**config.mk**
```make
export PLATFORM = sky130hd
export DESIGN_NAME = cmd_pulse_rx
export DESIGN_NICKNAME = d
export VERILOG_FILES = /design/src/rtl/cpr_pkg.sv /design/src/rtl/cpr_line_track.sv /design/src/rtl/cpr_seq.sv /design/src/rtl/cpr_pkt_buf.sv /design/src/rtl/cmd_pulse_rx.sv
export SDC_FILE = /design/constraint.sdc
export NUM_CORES = 1
export LEC_CHECK = 0
export ABC_AREA = 1
export BUFFER_PORTS_ARGS = -buffer_cell sky130_fd_sc_hd__buf_4
export CORE_MARGIN = 8
export CORE_UTILIZATION = 56
export DETAILED_ROUTE_END_ITERATION = 7
export PLACE_DENSITY = 0.8
export SKIP_CTS_REPAIR_TIMING = 1
export SKIP_LAST_GASP = 1
export SYNTH_ARGS = -nofsm -noshare
export SYNTH_HDL_FRONTEND = slang
export SYNTH_SLANG_ARGS = --single-unit
```
**constraint.sdc**
```tcl
create_clock -name clk -period 2.8 [get_ports clk]
set_clock_uncertainty 0.05 [all_clocks]
set_input_delay 0 -clock clk [delete_from_list [all_inputs] [get_ports clk]]
set_output_delay 0 -clock clk [all_outputs]
set_load 0.02 [all_outputs]
```
**src/rtl/cpr_pkg.sv**
```systemverilog
package cpr_pkg;
  typedef logic [1:0] lines_t;
  localparam lines_t LV_RESTART = 2'b00;
  localparam lines_t LV_ONE     = 2'b01;
  localparam lines_t LV_ZERO    = 2'b10;
  localparam lines_t LV_IDLE    = 2'b11;
endpackage

```
**src/rtl/cpr_line_track.sv**
```systemverilog
module cpr_line_track
  import cpr_pkg::*;
(
  input  logic   clk,
  input  logic   rst_n,
  input  lines_t lines_i,
  output logic   evt_o,
  output lines_t prev_o
);
  lines_t prev_q, prev_d;
  logic   prev_en;

  // A change of level, or the restart level at any time, is an event.
  always_comb begin
    evt_o   = (lines_i != prev_q) || (lines_i == LV_RESTART);
    prev_en = evt_o;
    prev_d  = lines_i;
  end

  always_ff @(posedge clk or negedge rst_n) begin
    if (!rst_n)       prev_q <= LV_IDLE;
    else if (prev_en) prev_q <= prev_d;
  end

  assign prev_o = prev_q;
endmodule

```
**src/rtl/cpr_seq.sv**
```systemverilog
module cpr_seq
  import cpr_pkg::*;
#(
  parameter int PKT_BITS = 128,
  parameter int CTRL_W   = 2,
  localparam int IDX_W   = $clog2(PKT_BITS + 8) + 1,
  localparam int POS_W   = $clog2(PKT_BITS)
) (
  input  logic              clk,
  input  logic              rst_n,
  input  logic              evt_i,
  input  lines_t            lvl_i,
  input  logic [CTRL_W-1:0] mask_i,
  output logic              clr_o,
  output logic              set_o,
  output logic [POS_W-1:0]  pos_o,
  output logic              valid_o,
  output logic [CTRL_W-1:0] ctrl_o
);
  localparam logic signed [IDX_W-1:0] IDX_NONE = '1;
  localparam logic signed [IDX_W-1:0] IDX_STOP = IDX_W'(PKT_BITS);
  localparam logic signed [IDX_W-1:0] IDX_DONE = IDX_W'(PKT_BITS + 1);
  localparam logic signed [IDX_W-1:0] IDX_FULL = IDX_W'(PKT_BITS + 7);
  localparam logic signed [IDX_W-1:0] FLG_ONE  = IDX_W'(2);
  localparam logic signed [IDX_W-1:0] FLG_ZERO = IDX_W'(4);

  logic signed [IDX_W-1:0] idx_q, idx_w;
  logic [CTRL_W-1:0]       ctrl_q, ctrl_d;
  logic                    valid_q, emit;

  always_comb begin
    idx_w  = idx_q;
    ctrl_d = ctrl_q;
    clr_o  = 1'b0;
    set_o  = 1'b0;
    emit   = 1'b0;
    if (evt_i) begin
      if (lvl_i == LV_RESTART) begin
        idx_w = IDX_NONE;
        clr_o = 1'b1;
      end
      // Handshake phase: collect both single-low levels, then idle.
      if (idx_w > IDX_STOP) begin
        case (lvl_i)
          LV_ONE:  idx_w = idx_w | FLG_ONE;
          LV_ZERO: idx_w = idx_w | FLG_ZERO;
          LV_IDLE: if (idx_w == IDX_FULL) begin
                     idx_w  = idx_w & ~(FLG_ONE | FLG_ZERO);
                     ctrl_d = (ctrl_q + CTRL_W'(1)) & mask_i;
                   end
          default: ;
        endcase
      end
      // Stop bit
      if (idx_w == IDX_STOP && lvl_i == LV_ZERO) begin
        emit  = 1'b1;
        idx_w = IDX_DONE;
      end
      // Data phase
      if (idx_w < IDX_STOP) begin
        if (lvl_i == LV_ONE && !idx_w[IDX_W-1]) set_o = 1'b1;
        if (lvl_i == LV_IDLE) idx_w = idx_w + IDX_W'(1);
      end
    end
    pos_o = idx_w[POS_W-1:0];
  end

  always_ff @(posedge clk or negedge rst_n) begin
    if (!rst_n) begin
      idx_q   <= IDX_NONE;
      ctrl_q  <= '0;
      valid_q <= 1'b0;
    end else begin
      valid_q <= emit;
      if (evt_i) begin
        idx_q  <= idx_w;
        ctrl_q <= ctrl_d;
      end
    end
  end

  assign valid_o = valid_q;
  assign ctrl_o  = ctrl_q;
endmodule

```
**src/rtl/cpr_pkt_buf.sv**
```systemverilog
module cpr_pkt_buf #(
  parameter int PKT_BITS = 128,
  localparam int POS_W   = $clog2(PKT_BITS)
) (
  input  logic                clk,
  input  logic                rst_n,
  input  logic                clr_i,
  input  logic                set_i,
  input  logic [POS_W-1:0]    pos_i,
  output logic [PKT_BITS-1:0] data_o
);
  for (genvar g = 0; g < PKT_BITS; g++) begin : g_bit
    logic hit, en, d, q;
    always_comb begin
      hit = set_i && (pos_i == POS_W'(g));
      en  = clr_i || hit;
      d   = !clr_i;
    end
    always_ff @(posedge clk or negedge rst_n) begin
      if (!rst_n)  q <= 1'b0;
      else if (en) q <= d;
    end
    assign data_o[g] = q;
  end
endmodule

```
**src/rtl/cmd_pulse_rx.sv**
```systemverilog
module cmd_pulse_rx #(
  parameter int PKT_BITS = 128,
  parameter int CTRL_W   = 2
) (
  input  logic                clk,
  input  logic                rst_n,
  input  logic [1:0]          sel_lines,
  input  logic [CTRL_W-1:0]   player_mask,
  output logic [PKT_BITS-1:0] pkt_data,
  output logic                pkt_valid,
  output logic [CTRL_W-1:0]   ctrl_idx
);
  localparam int POS_W = $clog2(PKT_BITS);

  logic             evt;
  logic [1:0]       prev_w;
  logic             clr, set;
  logic [POS_W-1:0] pos;

  cpr_line_track u_track (
    .clk(clk), .rst_n(rst_n), .lines_i(sel_lines), .evt_o(evt), .prev_o(prev_w)
  );

  cpr_seq #(.PKT_BITS(PKT_BITS), .CTRL_W(CTRL_W)) u_seq (
    .clk(clk), .rst_n(rst_n), .evt_i(evt), .lvl_i(sel_lines), .mask_i(player_mask),
    .clr_o(clr), .set_o(set), .pos_o(pos), .valid_o(pkt_valid), .ctrl_o(ctrl_idx)
  );

  cpr_pkt_buf #(.PKT_BITS(PKT_BITS)) u_buf (
    .clk(clk), .rst_n(rst_n), .clr_i(clr), .set_i(set), .pos_i(pos), .data_o(pkt_data)
  );
endmodule

```
==> results of run 1 <==
[logic make-up (layout without fill, tap and decap cells)]
kind of cell | after synthesis | after routing | share of synthesized area
AOI/OAI and AO/OA | 98 | 98 | 0.0689
buffers and inverters | 286 | 339 | 0.212
xor gates and xnor gates | 3 | 3 | 0.00451
DFF | 142 | 142 | 0.476
and+or+nand+nor | 373 | 373 | 0.234
adders and majority gates | 1 | 1 | 0.00167
muxes | 2 | 2 | 0.00284
[worst register-to-register path, cell delays in order, from the launching register on]
cell,delay (ns)
dfstp_2,0.57
nand2_2,0.07
nor2_4,0.12
nand2_2,0.08
nor2_2,0.12
nand2_1,0.07
nand2_2,0.09
ha_4,0.14
inv_4,0.04
nor2_4,0.10
nand3_2,0.12
nor2_4,0.14
nand2_1,0.09
nand3_2,0.11
nand2_4,0.08
buf_6,0.13
nor2_4,0.17
clkbuf_16,0.19
nand3_1,0.07
o21ai_0,0.10
[synth_stat cells, drive strengths merged]
master and number:
a21oi 17, ha 1, mux2 1, nor3 7, clkbuf 22, a22oi 1
o21bai 1, dfstp 11, nand3 81, buf 143, dfrtp 131, a31oi 1
mux2i 1, xor2 1, nor2 177, o21ai 78, xnor2 2, nand4 31
nand2 77, inv 121
[report_power, final]
group          leakage, µW  internal [µW]  switching [µW]
combinational      0.00208            766            1330
clock             0.000296           1390             863
sequential         0.00194           2160            77.3
total              0.00432           4320            2270
[worst max path at each step]
| stage | from | end | slack, ns | cells past startpoint |
|---|---|---|---|---|
| after CTS | u_seq.idx_q[6]$_DFFE_PN1N_ | u_buf.g_bit[51].q$_DFFE_PN0P_ | -0.07 | 16 |
| after global routing | u_seq.idx_q[7]$_DFFE_PN1N_ | u_buf.g_bit[10].q$_DFFE_PN0P_ | -0.08 | 19 |
| after global placement | u_seq.idx_q[6]$_DFFE_PN1N_ | u_buf.g_bit[99].q$_DFFE_PN0P_ | 0.003 | 16 |
| after detailed placement | u_seq.idx_q[6]$_DFFE_PN1N_ | u_buf.g_bit[51].q$_DFFE_PN0P_ | -0.02 | 16 |
| after floorplan | u_seq.idx_q[7]$_DFFE_PN1N_ | u_buf.g_bit[50].q$_DFFE_PN0P_ | 0.23 | 19 |
| final | u_seq.idx_q[7]$_DFFE_PN1N_ | u_buf.g_bit[11].q$_DFFE_PN0P_ | 0.06 | 19 |
[sequential cells by signal, indices dropped and copies added, names as in the netlist]
name / count
u_buf.g_bit.q: 128
u_seq.idx_q: 9
u_track.prev_o: 2
u_seq.ctrl_o: 2
u_seq.valid_o: 1
[layout make-up]
cell class,instances,area share
clock buffer,25,0.0574
clock inverter,7,0.00807
inverter,121,0.0502
multi-input combinational,477,0.295
sequential,142,0.390
tap,176,0.0241
timing repair buffer,186,0.175
[through the flow]
step	worst slack [ns]	util	TNS (ns)	area, µm²	total power [µW]
global route	-0.0755	0.696	-1.75	9150	6880
CTS	-0.0674	0.652	-0.264	8570	6080
global placement	0.00258	0.607	0	7970	3810
floorplan	0.234	-	0	7490	3240
detailed placement	-0.0249	0.607	-0.0249	7970	3820
finish	0.0630	0.696	0	9150	6590
[metal layers]
| layer | vias up | routed length [µm] | part of all wire | GRT usage |
|---|---|---|---|---|
| met5 | - | 0 | 0 | 0 |
| met4 | 0 | 286 | 0.015 | 0.0740 |
| met2 | 236 | 9050 | 0.48 | 0.329 |
| met1 | 2879 | 8070 | 0.43 | 0.273 |
| li1 | 2807 | - | - | - |
| met3 | 23 | 1510 | 0.080 | 0.0675 |
==> flow_summary.ini, run 1 <==
[outcome]
outcome = finished, violations left
violations = negative hold slack

[global_route]
grt.total_usage = 0.211
grt_max_degree = 76
first_global_vias = 5779
grt_pass1_wl_mm = 29.8
gr-total-overflow = 0
antenna_found_initial = 0

[logic_synthesis]
synth_top_area_frac = 0.437
ys_warn_count = 0
avgSynthCellArea_um2 = 8.28
synthCells = 905
synth_cell_types = 32
synthTopCellsByArea = dfrtp_1, buf_4, nor2_1, inv_1, nand3_1
seq_area_frac_synth = 0.476
ys_ff_latch = 142
syn_nets = 912
syn_area_um2 = 7490
yosys.area.top_type = dfrtp_1

[drt]
drc_errors = 0
drtPass1Iterations = 5
wl_per_cell_um = 16.7
ant_nets = 0
num_vias = 5945
drtIter0Drc = 643
vias_per_cell = 5.24
drt-total-wl_mm = 18.9

[critical_path]
path_cells = nand2_2 > nor2_4 > nand2_2 > nor2_2 > nand2_1 > nand2_2 > ha_4 > inv_4 > nor2_4 > nand3_2 > nor2_4 > nand2_1 > nand3_2 > nand2_4 > buf_6 > nor2_4 > clkbuf_16 > nand3_1 > o21ai_0
slowest_delay_ns = 0.57
cp_max_fo = 6
crit_type = reg2reg
slowest_stage = dfstp_2
cp-end-kind = register
cp_top_family = simple AND/OR/NAND/NOR gates
crit_path_start_kind = register
r2r-start = u_seq.idx_q[7]$_DFFE_PN1N_
r2r-end = u_buf.g_bit[11].q$_DFFE_PN0P_
worst-r2r-setup-slack_ns = 0.06
cp.required_ns = 3.09
reg2regPathDepth = 19
cp.arrival_ns = 3.02
cpMostUsedCell = nor2_4
path_buf_inv = 3

[floorplan]
row_count = 42
die_w_um = 132
design.die.area_um2 = 17300
initial_utilization = 0.570
pin_count = 137
die_h_um = 132
core-area_um2 = 13100

[worst_hold_path]
hold_path_depth = 1
min_from = sel_lines[0]
hp-class = in2reg
min_to = u_track.prev_o[0]$_DFFE_PN1N_

[sta]
holdWs_ns = -0.305
worst_pin_slew_ns = 0.640
hold_viol = 3
max_freq_ghz = 0.365
relSlewSlack = 0.573
rsz0062_at_grt = yes
fin_crit_sh = 0.977
finalSetupViolCount = 0
slew_viol_final = 0
finalCriticalPeriod_ns = 2.74

[clock_network]
clk_pin_slew_ns = 0.06
cts_buffers = 17
clock_sinks = 142
clockBufferDepth = 2
clk_latency_ns = 0.42
cts-root-buf = clkbuf_16
htree_levels = 4
cts_tree = built

[pwr]
p_leak_uw = 0.00432
ir_drop_v = 0.000347
power.density_nw_per_um2 = 720

[cells_and_area]
final_cell_mix = buf_4, nor2_1, dfrtp_1, inv_1
ff_latch_area_um2 = 3570
fillCellCount = 1011
layout-drive-gt1-share = 0.347
final_cell_count_no_fill = 1134
n_antenna_cell = 0
layout.nets = 952
multiInputGateArea_um2 = 2700
areaGrowthSynthToFinish_pct = 22.1
final_common_cell = buf_4

[job]
cap_violations = 0

[placed_design]
io_buffers = 136
dpl.hpwl_mm = 12.6
placed_cells = 1085
place.gp.congestion = 0.871
(Power assumes the default switching activity.)
==> run 2: changes to the inputs <==
CORE_UTILIZATION = 60   (was 56)
PLACE_DENSITY = 0.85   (was 0.8)
clock period = 3.4 ns   (was 2.8 ns; I/O delays follow)
==> flow_summary.ini, run 2 (synthesized netlist as in run 1, its figures left out) <==
[outcome]
outcome = finished, violations left
violations = negative hold slack

[critical_path]
cpMostUsedCell = nand2_1
cp_max_fo = 8
cp.arrival_ns = 3.49
cp.required_ns = 3.68
crit_type = reg2reg
slowest_stage = dfstp_2
path_cells = nand2_1 > nor2_4 > nand2_2 > nor2_1 > nand2_1 > nand2_1 > ha_1 > inv_1 > nor2_1 > xor2_2 > nand2_1 > nand2_2 > nand2_1 > nor2_1 > nand3_1 > o21ai_0
slowest_delay_ns = 0.57
path_buf_inv = 1
cp_top_family = simple AND/OR/NAND/NOR gates
crit_path_start_kind = register
cp-end-kind = register

[worst_hold_path]
hp-class = in2reg

[placed_design]
place.gp.congestion = 0.909
io_buffers = 136
dpl.hpwl_mm = 12.3
dp_slack_ns = 0.351

[cells_and_area]
fin_util = 0.671
areaGrowthSynthToFinish_pct = 11.1
fillCellCount = 1054
largest_register_ffs = 128
final_cell_mix = nor2_1, buf_4, dfrtp_1, inv_1, nand3_1
layout-drive-gt1-share = 0.262
n_antenna_cell = 0
reg.largest.list = u_buf.g_bit.q (128), u_seq.idx_q (9)
final_common_cell = nor2_1
largest-register = u_buf.g_bit.q
layout.nets = 918

[sta]
hold_viol = 1
rsz0062_at_grt = no
slew_viol_final = 0
relSlewSlack = 0.449
setup_tns_ns = 0
finalCriticalPeriod_ns = 3.21
fin_ws_ns = 0.186
holdWs_ns = -0.00535
finalSetupViolCount = 0
max_freq_ghz = 0.311
worst_pin_slew_ns = 0.826
fin_crit_sh = 0.945

[drt]
drt-total-wl_mm = 18.2
vias_per_cell = 5.33
wl_per_cell_um = 16.6
drtIter0Drc = 657
drc_errors = 0
drtPass1Iterations = 6
ant_nets = 0
num_vias = 5844

[clock_network]
cts-root-buf = clkbuf_16
htree_levels = 4
clock_sinks = 142
clockBufferDepth = 2
clk_pin_slew_ns = 0.06
cts_buffers = 17
cts_tree = built
clk_latency_ns = 0.42

[floorplan]
design.die.area_um2 = 16300
die_w_um = 128
pin_count = 137
core-area_um2 = 12400
initial_utilization = 0.604
row_count = 41
die_h_um = 128

[pwr]
power.density_nw_per_um2 = 573
p_leak_uw = 0.00401
ir_drop_v = 0.000290
design_power_total_uw = 4770

[global_route]
gr-total-overflow = 0
first_global_vias = 5738
grt_pass1_wl_mm = 29.3
antenna_found_initial = 0
grt_max_degree = 90
grt.total_usage = 0.227

[job]
cap_violations = 0
-- run 2: cell types whose count changed in the layout (fill, tap and decap cells not counted), moves of 8 or more --
cell | previous run | this run
buf_12 | 10 | 0
o21ai_0 | 47 | 57
buf_4 | 162 | 146
nor2_1 | 143 | 162
nand2_1 | 54 | 66
nand3_1 | 54 | 69
nand3_2 | 20 | 11
o21ai_1 | 27 | 19
nor2_4 | 19 | 6
nand2_4 | 9 | 0
-- run 2: per-layer routing --
layer,part of all wire,GRT usage
met1,0.42,0.290
met2,0.47,0.353
met3,0.091,0.0678
met4,0.024,0.0930
met5,0,0
-- run 2: stage by stage --
| stage | instances | cell area (µm²) |
|---|---|---|
| floorplan | 905 | 7490 |
| global placement | 1059 | 7690 |
| detailed placement | 1059 | 7690 |
| CTS | 1091 | 8280 |
| global route | 1096 | 8330 |
| finish | 1096 | 8330 |
-- run 2: worst reg2reg max path, stage by stage, from the launching register on --
cell and delay (ns):
dfstp_2 0.57, nand2_1 0.10, nor2_4 0.14, nand2_2 0.07, nor2_1 0.13, nand2_1 0.07
nand2_1 0.14, ha_1 0.17, inv_1 0.05, nor2_1 0.25, xor2_2 0.24, nand2_1 0.10
nand2_2 0.16, nand2_1 0.15, nor2_1 0.45, nand3_1 0.16, o21ai_0 0.13
-- run 2: worst paths after layout --
check                      depth (start not counted)                             end  slack, ns                           start
max in group asynchronous                          3      u_seq.idx_q[8]$_DFFE_PN1N_       2.25                           rst_n
max                                               16   u_buf.g_bit[72].q$_DFFE_PN0P_       0.19      u_seq.idx_q[7]$_DFFE_PN1N_
min reg2reg                                        2  u_buf.g_bit[126].q$_DFFE_PN0P_       0.45  u_buf.g_bit[126].q$_DFFE_PN0P_
min                                                5         u_seq.valid_o$_DFF_PN0_     -0.005                    sel_lines[1]
min in group asynchronous                          2   u_buf.g_bit[51].q$_DFFE_PN0P_       0.16                           rst_n
max reg2reg                                       16   u_buf.g_bit[72].q$_DFFE_PN0P_       0.19      u_seq.idx_q[7]$_DFFE_PN1N_
-- run 2: area by class of cell --
class	instances	area [µm²]	area share
inverters	121	454	0.0545
repair buffers	152	1160	0.139
well taps	172	215	0.0258
clock inverters	9	82.6	0.00991
multi-input cells	477	2340	0.282
flip-flops and latches	142	3570	0.428
clock buffers	23	508	0.0610
-- run 2: where the power goes --
part,internal [µW],total (µW),switching (µW)
Clock,1120,1840,717
Sequential,1780,1850,64.2
Combinational,263,1090,826
==> run 3: changes to the inputs <==
CTS_CLUSTER_SIZE = 24   (was default)
PLACE_DENSITY = 0.87   (was 0.85)
==> flow_summary.ini, run 3 (synthesized netlist as in run 1, its figures left out) <==
[sta]
max_freq_ghz = 0.319
hold_viol = 0
finalSetupViolCount = 0
finalCriticalPeriod_ns = 3.14
worst_pin_slew_ns = 1.05
relSlewSlack = 0.298
fin_crit_sh = 0.922
setup_tns_ns = 0
slew_viol_final = 0
rsz0062_at_grt = no

[critical_path]
cp-end-kind = register
slowest_stage = dfstp_2
cp.arrival_ns = 3.43
cp_max_fo = 8
path_cells = nand2_1 > nor2_4 > nand2_2 > nor2_1 > nand2_1 > nand2_1 > ha_1 > inv_1 > nor2_1 > xor2_2 > nand2_1 > nand2_2 > nand3_2 > nor2_1 > nand4_1 > o21ai_0
cpMostUsedCell = nand2_1
path_buf_inv = 1
cp.required_ns = 3.69
startpoint = u_seq.idx_q[7]$_DFFE_PN1N_
slowest_delay_ns = 0.57
crit_type = reg2reg
r2r-start = u_seq.idx_q[7]$_DFFE_PN1N_
crit_path_start_kind = register
cp_top_family = simple AND/OR/NAND/NOR gates

[cells_and_area]
reg.largest.list = u_buf.g_bit.q (128), u_seq.idx_q (9)
multiInputGateArea_um2 = 2360
final_area_um2 = 8380
areaGrowthSynthToFinish_pct = 11.8
largest-register = u_buf.g_bit.q
largest_register_ffs = 128
fillCellCount = 1013
layout.nets = 921
n_antenna_cell = 0
final_cell_count_no_fill = 1099
final_common_cell = nor2_1
final_cell_mix = nor2_1, buf_4, dfrtp_1, inv_1, nand3_1
layout-drive-gt1-share = 0.268
ff_latch_area_um2 = 3570

[global_route]
grt_use_met1 = 0.290
first_global_vias = 5777
grt_max_degree = 118
antenna_found_initial = 0
grt.total_usage = 0.225
grt_util_met2 = 0.355
met3_usage = 0.0720
gr-total-overflow = 0
grt_pass1_wl_mm = 29.1
busiest_layer = met2

[job]
cap_violations = 0

[drt]
drt-total-wl_mm = 18.0
ant_nets = 0
vias_per_cell = 5.26
num_vias = 5782
drc_errors = 0
drtIter0Drc = 638
wl_per_cell_um = 16.4
drtPass1Iterations = 5

[clock_network]
cts_buffers = 17
clk_pin_slew_ns = 0.06
clock_sinks = 142
clockBufferDepth = 2
clk_latency_ns = 0.43
cts_tree = built
htree_levels = 4
cts-root-buf = clkbuf_16

[floorplan]
die_w_um = 128
design.die.area_um2 = 16300
initial_utilization = 0.604
core-area_um2 = 12400
die_h_um = 128
row_count = 41
pin_count = 137

[worst_hold_path]
hp-class = in2async

[pwr]
power.density_nw_per_um2 = 573
ir_drop_v = 0.000343
p_leak_uw = 0.00403

[outcome]
outcome = finished, final reports clean

[placed_design]
io_buffers = 136
dpl.hpwl_mm = 12.2
place.gp.congestion = 0.877
placed_cells = 1058
placed_cell_area_um2 = 7680
## run 3: cell count changes in the layout (fill, tap and decap cells not counted), sizes merged
| cell | before | now |
|---|---|---|
| clkinv | 6 | 8 |
| clkinvlp | 2 | 0 |
| buf | 147 | 150 |
| inv | 121 | 122 |
| clkbuf | 23 | 22 |
## run 3: where the power goes
part / internal [µW] / switching [µW]
clock network: 1080 / 706
logic: 311 / 856
registers: 1780 / 64.0
## run 3: routing by layer
| metal | up-vias | wire length [µm] |
|---|---|---|
| met1 | 2789 | 7550 |
| met4 | 0 | 267 |
| met2 | 233 | 8540 |
| met3 | 27 | 1640 |
| met5 | - | 0 |
| li1 | 2733 | - |
## run 3: cell type report
class	instances	area share
timing repair buffer	155	0.144
sequential	142	0.426
tap	172	0.0257
clock inverter	10	0.0103
clock buffer	22	0.0578
inverter	121	0.0542
multi-input combinational	477	0.282
## run 3: path summary, 6_finish.rpt
kind | endpoint | slack [ns] | cells after the start
worst min-delay path | u_buf.g_bit[39].q$_DFFE_PN0P_ | 0.24 | 2
worst min register to register | u_buf.g_bit[63].q$_DFFE_PN0P_ | 0.44 | 2
worst max-delay path | u_buf.g_bit[115].q$_DFFE_PN0P_ | 0.26 | 16
max in group asynchronous | u_buf.g_bit[63].q$_DFFE_PN0P_ | 2.06 | 3
min in group clk | u_track.prev_o[0]$_DFFE_PN1N_ | 0.24 | 2
worst max register to register | u_buf.g_bit[115].q$_DFFE_PN0P_ | 0.26 | 16
## run 3: worst register-to-register path, delay by kind of cell, from the launching register on
kind,cells,cell delay (ns)
xor+xnor,1,0.24
flops,1,0.57
fa+ha+maj,1,0.18
simple gates,12,1.86
buf+inv,1,0.05
compound gates,1,0.12
## run 3: metrics by stage
stage	setup slack, ns	power, µW	util	hold WS (ns)
2_1_floorplan	0.834	2660	-	-0.346
3_3_place_gp	0.385	2930	0.619	0.118
3_5_place_dp	0.240	2960	0.619	0.117
4_1_cts	0.195	4740	0.665	-0.333
5_1_grt	0.00876	5010	0.675	0.258
6_report	0.264	4800	0.675	0.237
